<file path="config.mk">
export PLATFORM = sky130hd
export DESIGN_NAME = lockable_cmos_ctrl
export DESIGN_NICKNAME = d
export VERILOG_FILES = /design/src/rtl/lcmos_pkg.sv /design/src/rtl/lcmos_index_regs.sv /design/src/rtl/lcmos_ctrl_reg.sv /design/src/rtl/lcmos_lock_match.sv /design/src/rtl/lcmos_ram.sv /design/src/rtl/lockable_cmos_ctrl.sv
export SDC_FILE = /design/constraint.sdc
export NUM_CORES = 2
export LEC_CHECK = 0
export CAP_MARGIN = 25
export CELL_PAD_IN_SITES_DETAIL_PLACEMENT = 1
export CELL_PAD_IN_SITES_GLOBAL_PLACEMENT = 2
export CORE_ASPECT_RATIO = 0.75
export CORE_UTILIZATION = 45
export CTS_BUF_LIST = sky130_fd_sc_hd__clkbuf_4 sky130_fd_sc_hd__clkbuf_8
export CTS_CLUSTER_DIAMETER = 150
export DETAILED_ROUTE_END_ITERATION = 7
export PLACE_DENSITY = 0.83
export RECOVER_POWER = 25
export SLEW_MARGIN = 20
export SYNTH_ARGS = -nofsm -noshare
export SYNTH_HDL_FRONTEND = slang
export SYNTH_SLANG_ARGS = --single-unit
</file>
<file path="constraint.sdc">
create_clock -name clk -period 4.2 [get_ports clk]
set_clock_uncertainty 0.1 [all_clocks]
set_input_delay 1.05 -clock clk [delete_from_list [all_inputs] [get_ports clk]]
set_output_delay 1.05 -clock clk [all_outputs]
set_load 0.005 [all_outputs]
</file>
<file path="src/rtl/lcmos_pkg.sv">
package lcmos_pkg;
   typedef enum logic [1:0] {
      PORT_IDX_LO = 2'd0,
      PORT_DAT_LO = 2'd1,
      PORT_IDX_HI = 2'd2,
      PORT_DAT_HI = 2'd3
   } io_port_e;

   typedef struct packed {
      logic       valid;
      io_port_e   src;
      logic       blocked;
   } rd_tag_t;
endpackage

</file>
<file path="src/rtl/lcmos_index_regs.sv">
module lcmos_index_regs #(
   parameter int IDX_W  = 7,
   parameter int DATA_W = 8
) (
   input  logic              clk,
   input  logic              rst_n,
   input  logic              wr_lo,
   input  logic              wr_hi,
   input  logic [DATA_W-1:0] wdata,
   output logic [IDX_W-1:0]  idx_lo,
   output logic [IDX_W-1:0]  idx_hi
);
   always_ff @(posedge clk or negedge rst_n) begin
      if (!rst_n) begin
         idx_lo <= '0;
         idx_hi <= '0;
      end else begin
         if (wr_lo) idx_lo <= wdata[IDX_W-1:0];
         if (wr_hi) idx_hi <= wdata[IDX_W-1:0];
      end
   end
endmodule

</file>
<file path="src/rtl/lcmos_ctrl_reg.sv">
module lcmos_ctrl_reg #(
   parameter int DATA_W    = 8,
   parameter int NUM_WIN   = 2,
   parameter int PULSE_BIT = 2
) (
   input  logic               clk,
   input  logic               rst_n,
   input  logic               pwrgood_rst_n,
   input  logic               cfg_we,
   input  logic [DATA_W-1:0]  cfg_wdata,
   output logic [NUM_WIN-1:0] locks,
   output logic [DATA_W-1:0]  cfg_rdata,
   output logic               sw_rst_pulse
);
   function automatic logic [DATA_W-1:0] calc_plain_mask();
      logic [DATA_W-1:0] m;
      for (int b = 0; b < DATA_W; b++) begin
         m[b] = (b >= NUM_WIN) && (b != PULSE_BIT);
      end
      return m;
   endfunction

   localparam logic [DATA_W-1:0] PLAIN_MASK = calc_plain_mask();

   logic [NUM_WIN-1:0] lock_q;
   logic [DATA_W-1:0]  plain_q;
   logic               pulse_q;

   // guard bits live in the power-good domain; software can only set them
   always_ff @(posedge clk or negedge pwrgood_rst_n) begin
      if (!pwrgood_rst_n) begin
         lock_q <= '0;
      end else if (cfg_we) begin
         lock_q <= lock_q | cfg_wdata[NUM_WIN-1:0];
      end
   end

   always_ff @(posedge clk or negedge rst_n) begin
      if (!rst_n) begin
         plain_q <= '0;
         pulse_q <= 1'b0;
      end else begin
         if (cfg_we) plain_q <= cfg_wdata & PLAIN_MASK;
         pulse_q <= cfg_we && cfg_wdata[PULSE_BIT];
      end
   end

   assign locks        = lock_q;
   assign cfg_rdata    = plain_q | {{(DATA_W-NUM_WIN){1'b0}}, lock_q};
   assign sw_rst_pulse = pulse_q;
endmodule

</file>
<file path="src/rtl/lcmos_lock_match.sv">
module lcmos_lock_match #(
   parameter int ADDR_W    = 8,
   parameter int NUM_WIN   = 2,
   parameter int SPAN_LOG2 = 3,
   parameter logic [NUM_WIN*ADDR_W-1:0] WIN_BASES = 16'hB838
) (
   input  logic [ADDR_W-1:0]  addr,
   input  logic [NUM_WIN-1:0] locks,
   output logic               blocked
);
   logic [NUM_WIN-1:0] hit;

   for (genvar i = 0; i < NUM_WIN; i++) begin : g_win
      localparam logic [ADDR_W-1:0] BASE = WIN_BASES[i*ADDR_W +: ADDR_W];
      assign hit[i] = locks[i] &&
                      (addr[ADDR_W-1:SPAN_LOG2] == BASE[ADDR_W-1:SPAN_LOG2]);
   end

   assign blocked = |hit;
endmodule

</file>
<file path="src/rtl/lcmos_ram.sv">
module lcmos_ram #(
   parameter int ADDR_W = 8,
   parameter int DATA_W = 8
) (
   input  logic              clk,
   input  logic              we,
   input  logic              re,
   input  logic [ADDR_W-1:0] addr,
   input  logic [DATA_W-1:0] wdata,
   output logic [DATA_W-1:0] rdata
);
   localparam int DEPTH = 1 << ADDR_W;

   logic [DATA_W-1:0] mem [DEPTH];

   // contents survive system reset by intent: no reset on the array
   always_ff @(posedge clk) begin
      if (we) mem[addr] <= wdata;
      if (re) rdata <= mem[addr];
   end
endmodule

</file>
<file path="src/rtl/lockable_cmos_ctrl.sv">
module lockable_cmos_ctrl
   import lcmos_pkg::*;
#(
   parameter int DATA_W         = 8,
   parameter int IDX_W          = 7,
   parameter int NUM_WIN        = 2,
   parameter int SPAN_LOG2      = 3,
   parameter int CTRL_PULSE_BIT = 2,
   parameter logic [DATA_W-1:0] LOCK_FILL = 8'hFF,
   parameter logic [NUM_WIN*(IDX_W+1)-1:0] WIN_BASES = 16'hB838
) (
   input  logic              clk,
   input  logic              rst_n,
   input  logic              pwrgood_rst_n,
   input  logic              io_req,
   input  logic              io_we,
   input  logic [1:0]        io_port,
   input  logic [DATA_W-1:0] io_wdata,
   output logic [DATA_W-1:0] io_rdata,
   output logic              io_rvalid,
   input  logic              cfg_we,
   input  logic [DATA_W-1:0] cfg_wdata,
   output logic [DATA_W-1:0] cfg_rdata,
   output logic              sw_rst_pulse
);
   localparam int ADDR_W = IDX_W + 1;

   if (CTRL_PULSE_BIT < NUM_WIN || CTRL_PULSE_BIT >= DATA_W) begin : g_bad_pulse
      $error("pulse bit must sit above the guard bits inside the register");
   end
   if (SPAN_LOG2 >= ADDR_W) begin : g_bad_span
      $error("window span must be smaller than the array");
   end
   if (IDX_W >= DATA_W) begin : g_bad_idx
      $error("index must fit in a data byte");
   end

   io_port_e            port;
   logic [IDX_W-1:0]    idx_lo, idx_hi;
   logic [ADDR_W-1:0]   acc_addr;
   logic [NUM_WIN-1:0]  locks;
   logic                acc_blocked;
   logic                data_acc;
   logic [DATA_W-1:0]   ram_rdata;
   logic [IDX_W-1:0]    idx_snap_q;
   rd_tag_t             tag_q;

   assign port     = io_port_e'(io_port);
   assign data_acc = io_req && (port == PORT_DAT_LO || port == PORT_DAT_HI);
   assign acc_addr = (port == PORT_DAT_HI) ? {1'b1, idx_hi} : {1'b0, idx_lo};

   lcmos_index_regs #(.IDX_W(IDX_W), .DATA_W(DATA_W)) u_idx (
      .clk    (clk),
      .rst_n  (rst_n),
      .wr_lo  (io_req && io_we && port == PORT_IDX_LO),
      .wr_hi  (io_req && io_we && port == PORT_IDX_HI),
      .wdata  (io_wdata),
      .idx_lo (idx_lo),
      .idx_hi (idx_hi)
   );

   lcmos_ctrl_reg #(
      .DATA_W(DATA_W), .NUM_WIN(NUM_WIN), .PULSE_BIT(CTRL_PULSE_BIT)
   ) u_ctrl (
      .clk           (clk),
      .rst_n         (rst_n),
      .pwrgood_rst_n (pwrgood_rst_n),
      .cfg_we        (cfg_we),
      .cfg_wdata     (cfg_wdata),
      .locks         (locks),
      .cfg_rdata     (cfg_rdata),
      .sw_rst_pulse  (sw_rst_pulse)
   );

   lcmos_lock_match #(
      .ADDR_W(ADDR_W), .NUM_WIN(NUM_WIN), .SPAN_LOG2(SPAN_LOG2), .WIN_BASES(WIN_BASES)
   ) u_match (
      .addr    (acc_addr),
      .locks   (locks),
      .blocked (acc_blocked)
   );

   lcmos_ram #(.ADDR_W(ADDR_W), .DATA_W(DATA_W)) u_ram (
      .clk   (clk),
      .we    (data_acc && io_we && !acc_blocked),
      .re    (data_acc && !io_we),
      .addr  (acc_addr),
      .wdata (io_wdata),
      .rdata (ram_rdata)
   );

   always_ff @(posedge clk or negedge rst_n) begin
      if (!rst_n) begin
         tag_q      <= '0;
         idx_snap_q <= '0;
      end else begin
         tag_q.valid   <= io_req && !io_we;
         tag_q.src     <= port;
         tag_q.blocked <= acc_blocked;
         idx_snap_q    <= (port == PORT_IDX_HI) ? idx_hi : idx_lo;
      end
   end

   always_comb begin
      io_rdata = '0;
      if (tag_q.valid) begin
         unique case (tag_q.src)
            PORT_IDX_LO, PORT_IDX_HI: io_rdata = {{(DATA_W-IDX_W){1'b0}}, idx_snap_q};
            PORT_DAT_LO, PORT_DAT_HI: io_rdata = tag_q.blocked ? LOCK_FILL : ram_rdata;
            default:                  io_rdata = '0;
         endcase
      end
   end

   assign io_rvalid = tag_q.valid;
endmodule

</file>
==> summary.txt <==
Status
  • Status: finished, violations left
  • Failing checks: max-capacitance violations, max-slew violations, negative setup slack

Synthesis
  • Yosys cell types: 56
  • Mapped Cells: 4588
  • Synth top area cells: edfxtp_1, a22oi_1, a222oi_1, nand3_1, nor2_1
  • Synth Warn #: 0
  • Syn Area/Cell: between 15 and 20 um2
  • Share of async-settable or async-resettable flops after synthesis: 0.0153
  • Top_reg_cell synth: edfxtp_1
  • Sequential cell area fraction in the yosys report: 0.800
  • Synth Register Bits: 2088
  • Post-Syn Area: 78200 um2
  • Post-synth top area cell: edfxtp_1
  • EDFF count, synth: 2056
  • Post-synth top area share: 0.790
  • Post-Synthesis Net Count: 4612

Worst setup path
  • Crit start category: primary input
  • Worst Path Required: 5.00 ns
  • CP endpoint kind: flip-flop
  • Flop-to-flop setup slack: 0.37 ns
  • Worst r2r path cells: 12
  • Worst Path Arrival: 5.04 ns
  • Crit Path Category: in2reg
  • CP max FO: 12

Pwr
  • PwrDens: 531 nW/um2
  • VDD IR-drop max: 0.388 mV
  • LEAKAGE: 0.0309 uW

STA
  • Final Max Tran Viols: between 800 and 900
  • Setup WS post-layout: -0.0413 ns
  • Maximum clock frequency: about 240 MHz
  • Setup-failing EPs final: 1
  • Hold Fails Final Rpt: 0
  • Worst slew pin tran: 3.27 ns
  • Max_slew headroom: -1.18
  • Period utilisation layout: 1.01
  • Unrepaired setup endpoints after global routing: no
  • Final min period: 4.24 ns

Global routing
  • Initial antenna violation count: 13
  • Largest net degree at the start of global routing: 111
  • Vias in the first global route: 53200
  • Total track usage: 0.306
  • GRT overflow: 0
  • First-pass GRT wire length: 386 mm

Die
  • Core Region: 173000 um2
  • Die Span Y: 363 um
  • Starting Density: 0.453
  • Row Count: 132
  • Boundary pin count: 42
  • Die area: roughly 180000 um2
  • Die X: a little under 500 um

Finish
  • Most frequent cells in the layout: edfxtp_1, buf_4, a22oi_1
  • Area grow syn2layout: 20.3%
  • Commonest non-fill, non-tap cell in the layout: edfxtp_1
  • Core Util, Final: 0.545
  • Fill cells: 16000
  • Share of cells above drive strength 1: 0.256
  • # nets final: 5548
  • Final Non-Filler Cells: 8035
  • Register area: approximately 63000 um2
  • Multi-input logic area: 14100 um2

CTS
  • Cts repair resizes: 5
  • CTS clk-pin slew, worst paths: 0.06 ns
  • CTS Root Buffer Type: clkbuf_8
  • H-tree Lvls: 5
  • Hold buffer count at cts: 0
  • CTS sink cnt: between 2000 and 2500
  • Post CTS Setup Buffer Count: 0
  • Clk_lat worst skew: 1.07 ns
  • CTS Buffer Depth: 4
  • Num CTS Buffers: 322
  • CTS tree: yes

Drt
  • Via count: 52300
  • DRT antenna net count: 0
  • Remaining DRCs: 0
  • Post-Route WL: around 270 mm
  • Initial DRC count: 8192
  • Wire length per cell: 34.0 um
  • DR pass1 iterations: 7
  • Vias per inst: roughly 6.5

Worst hold path
  • Type of the most critical hold path: in2async

Placed design
  • Buffers on Ports: 40
  • Placed insts: 7478
  • Post-DP HPWL: 173 mm
  • GP Congestion: 0.907

Flow run
  • Maxcap violations: 11
state kept, by name, indices dropped and copies added, names as in the netlist:
name and count:
u_ctrl.sw_rst_pulse 1, tag_q 2, u_ram.rdata 8, u_ram.mem 2048, idx_snap_q 7, u_ctrl.locks 2, u_idx.idx_lo 7, u_idx.idx_hi 7
u_ctrl.plain_q 5, io_rvalid 1
through the flow:
stage / power, uW / area (um2) / worst slack (ns) / hold slack (ns) / setup TNS, ns
finish: 50000 / 94000 / -0.0413 / 0.171 / -0.0413
global route: 51000 / 94000 / 0.0194 / 0.165 / 0
CTS: 49700 / 94200 / 0.127 / 0.00792 / 0
detailed placement: 33400 / 88200 / -1.40 / 0.396 / -1170.20
global placement: 33100 / 88200 / -1.25 / 0.389 / -964.95
floorplan: 27700 / 78200 / 0.411 / 0.372 / 0
critical path, cell delays in order:
cell and delay, ns:
clkdlybuf4s50_1 0.61, and2_1 0.29, buf_12 0.15, o21ai_4 0.35, buf_4 0.22, buf_4 0.25
buf_12 0.19, a22oi_1 0.12, and3_1 0.25, a311oi_1 0.32, a31oi_1 0.14, a221oi_1 0.55
o21ai_1 0.34, nand3_1 0.17
where the power goes:
group	total (uW)	internal [uW]	switching, uW	leakage [uW]
Combinational	10300	3730	6600	0.00888
Clock	16500	8570	7970	0.00319
Sequential	23100	23000	102	0.0189
cell usage after synthesis (32+ instances only):
cell      count
a21oi_1     179
a221oi_1     50
a222oi_1    112
a22o_1       47
a22oi_1     708
a311oi_1     75
a31oi_1      38
and3_1       64
buf_2       195
clkbuf_1     81
dfrtp_1      32
edfxtp_1   2056
nand2_1     162
nand3_1     205
nor2_1      269
nor4_1       37
o22ai_1      43
cells by family after synthesis:
| kind of cell | Yosys count | share of synthesized area |
|---|---|---|
| other | 1 | 0.0000480 |
| AOI/OAI and AO/OA | 1309 | 0.126 |
| buffers and inverters | 348 | 0.0222 |
| DFF | 2088 | 0.800 |
| and+or+nand+nor | 814 | 0.0480 |
| muxes | 28 | 0.00408 |
final cells by class:
| cell class | instances | share of cell area |
|---|---|---|
| flip-flops and latches | 2088 | 0.665 |
| multi-input cells | 2152 | 0.150 |
| repair buffers | 959 | 0.0908 |
| clock buffers | 444 | 0.0577 |
| well taps | 2278 | 0.0303 |
| clock inverters | 105 | 0.00625 |
| diodes | 8 | 0.000213 |
| inverters | 1 | 0.0000399 |
worst paths after layout:
| path | from | endpoint |
|---|---|---|
| setup / recovery | io_port[1] | u_ram.rdata[2]$_DFFE_PP_ |
| hold / removal | pwrgood_rst_n | u_ctrl.locks[0]$_DFFE_PN0P_ |
| setup reg to reg | u_idx.idx_lo[0]$_DFFE_PN0P_ | u_ram.rdata[2]$_DFFE_PP_ |
| hold reg to reg | u_ctrl.plain_q[7]$_DFFE_PN0P_ | u_ctrl.plain_q[7]$_DFFE_PN0P_ |
| max in group asynchronous | rst_n | idx_snap_q[2]$_DFF_PN0_ |
| min in group clk | u_ctrl.plain_q[7]$_DFFE_PN0P_ | u_ctrl.plain_q[7]$_DFFE_PN0P_ |
routing by layer:
| layer | vias up | track usage | share of wire | wire length, um |
|---|---|---|---|---|
| met5 | - | 0 | 0.00034 | 92 |
| met4 | 14 | 0.128 | 0.041 | 11200 |
| met3 | 703 | 0.0860 | 0.12 | 34100 |
| met2 | 3790 | 0.461 | 0.45 | 122000 |
| met1 | 26900 | 0.418 | 0.39 | 105000 |
| li1 | 20900 | - | - | - |
No activity file was read; power rests on OpenSTA's default activity.
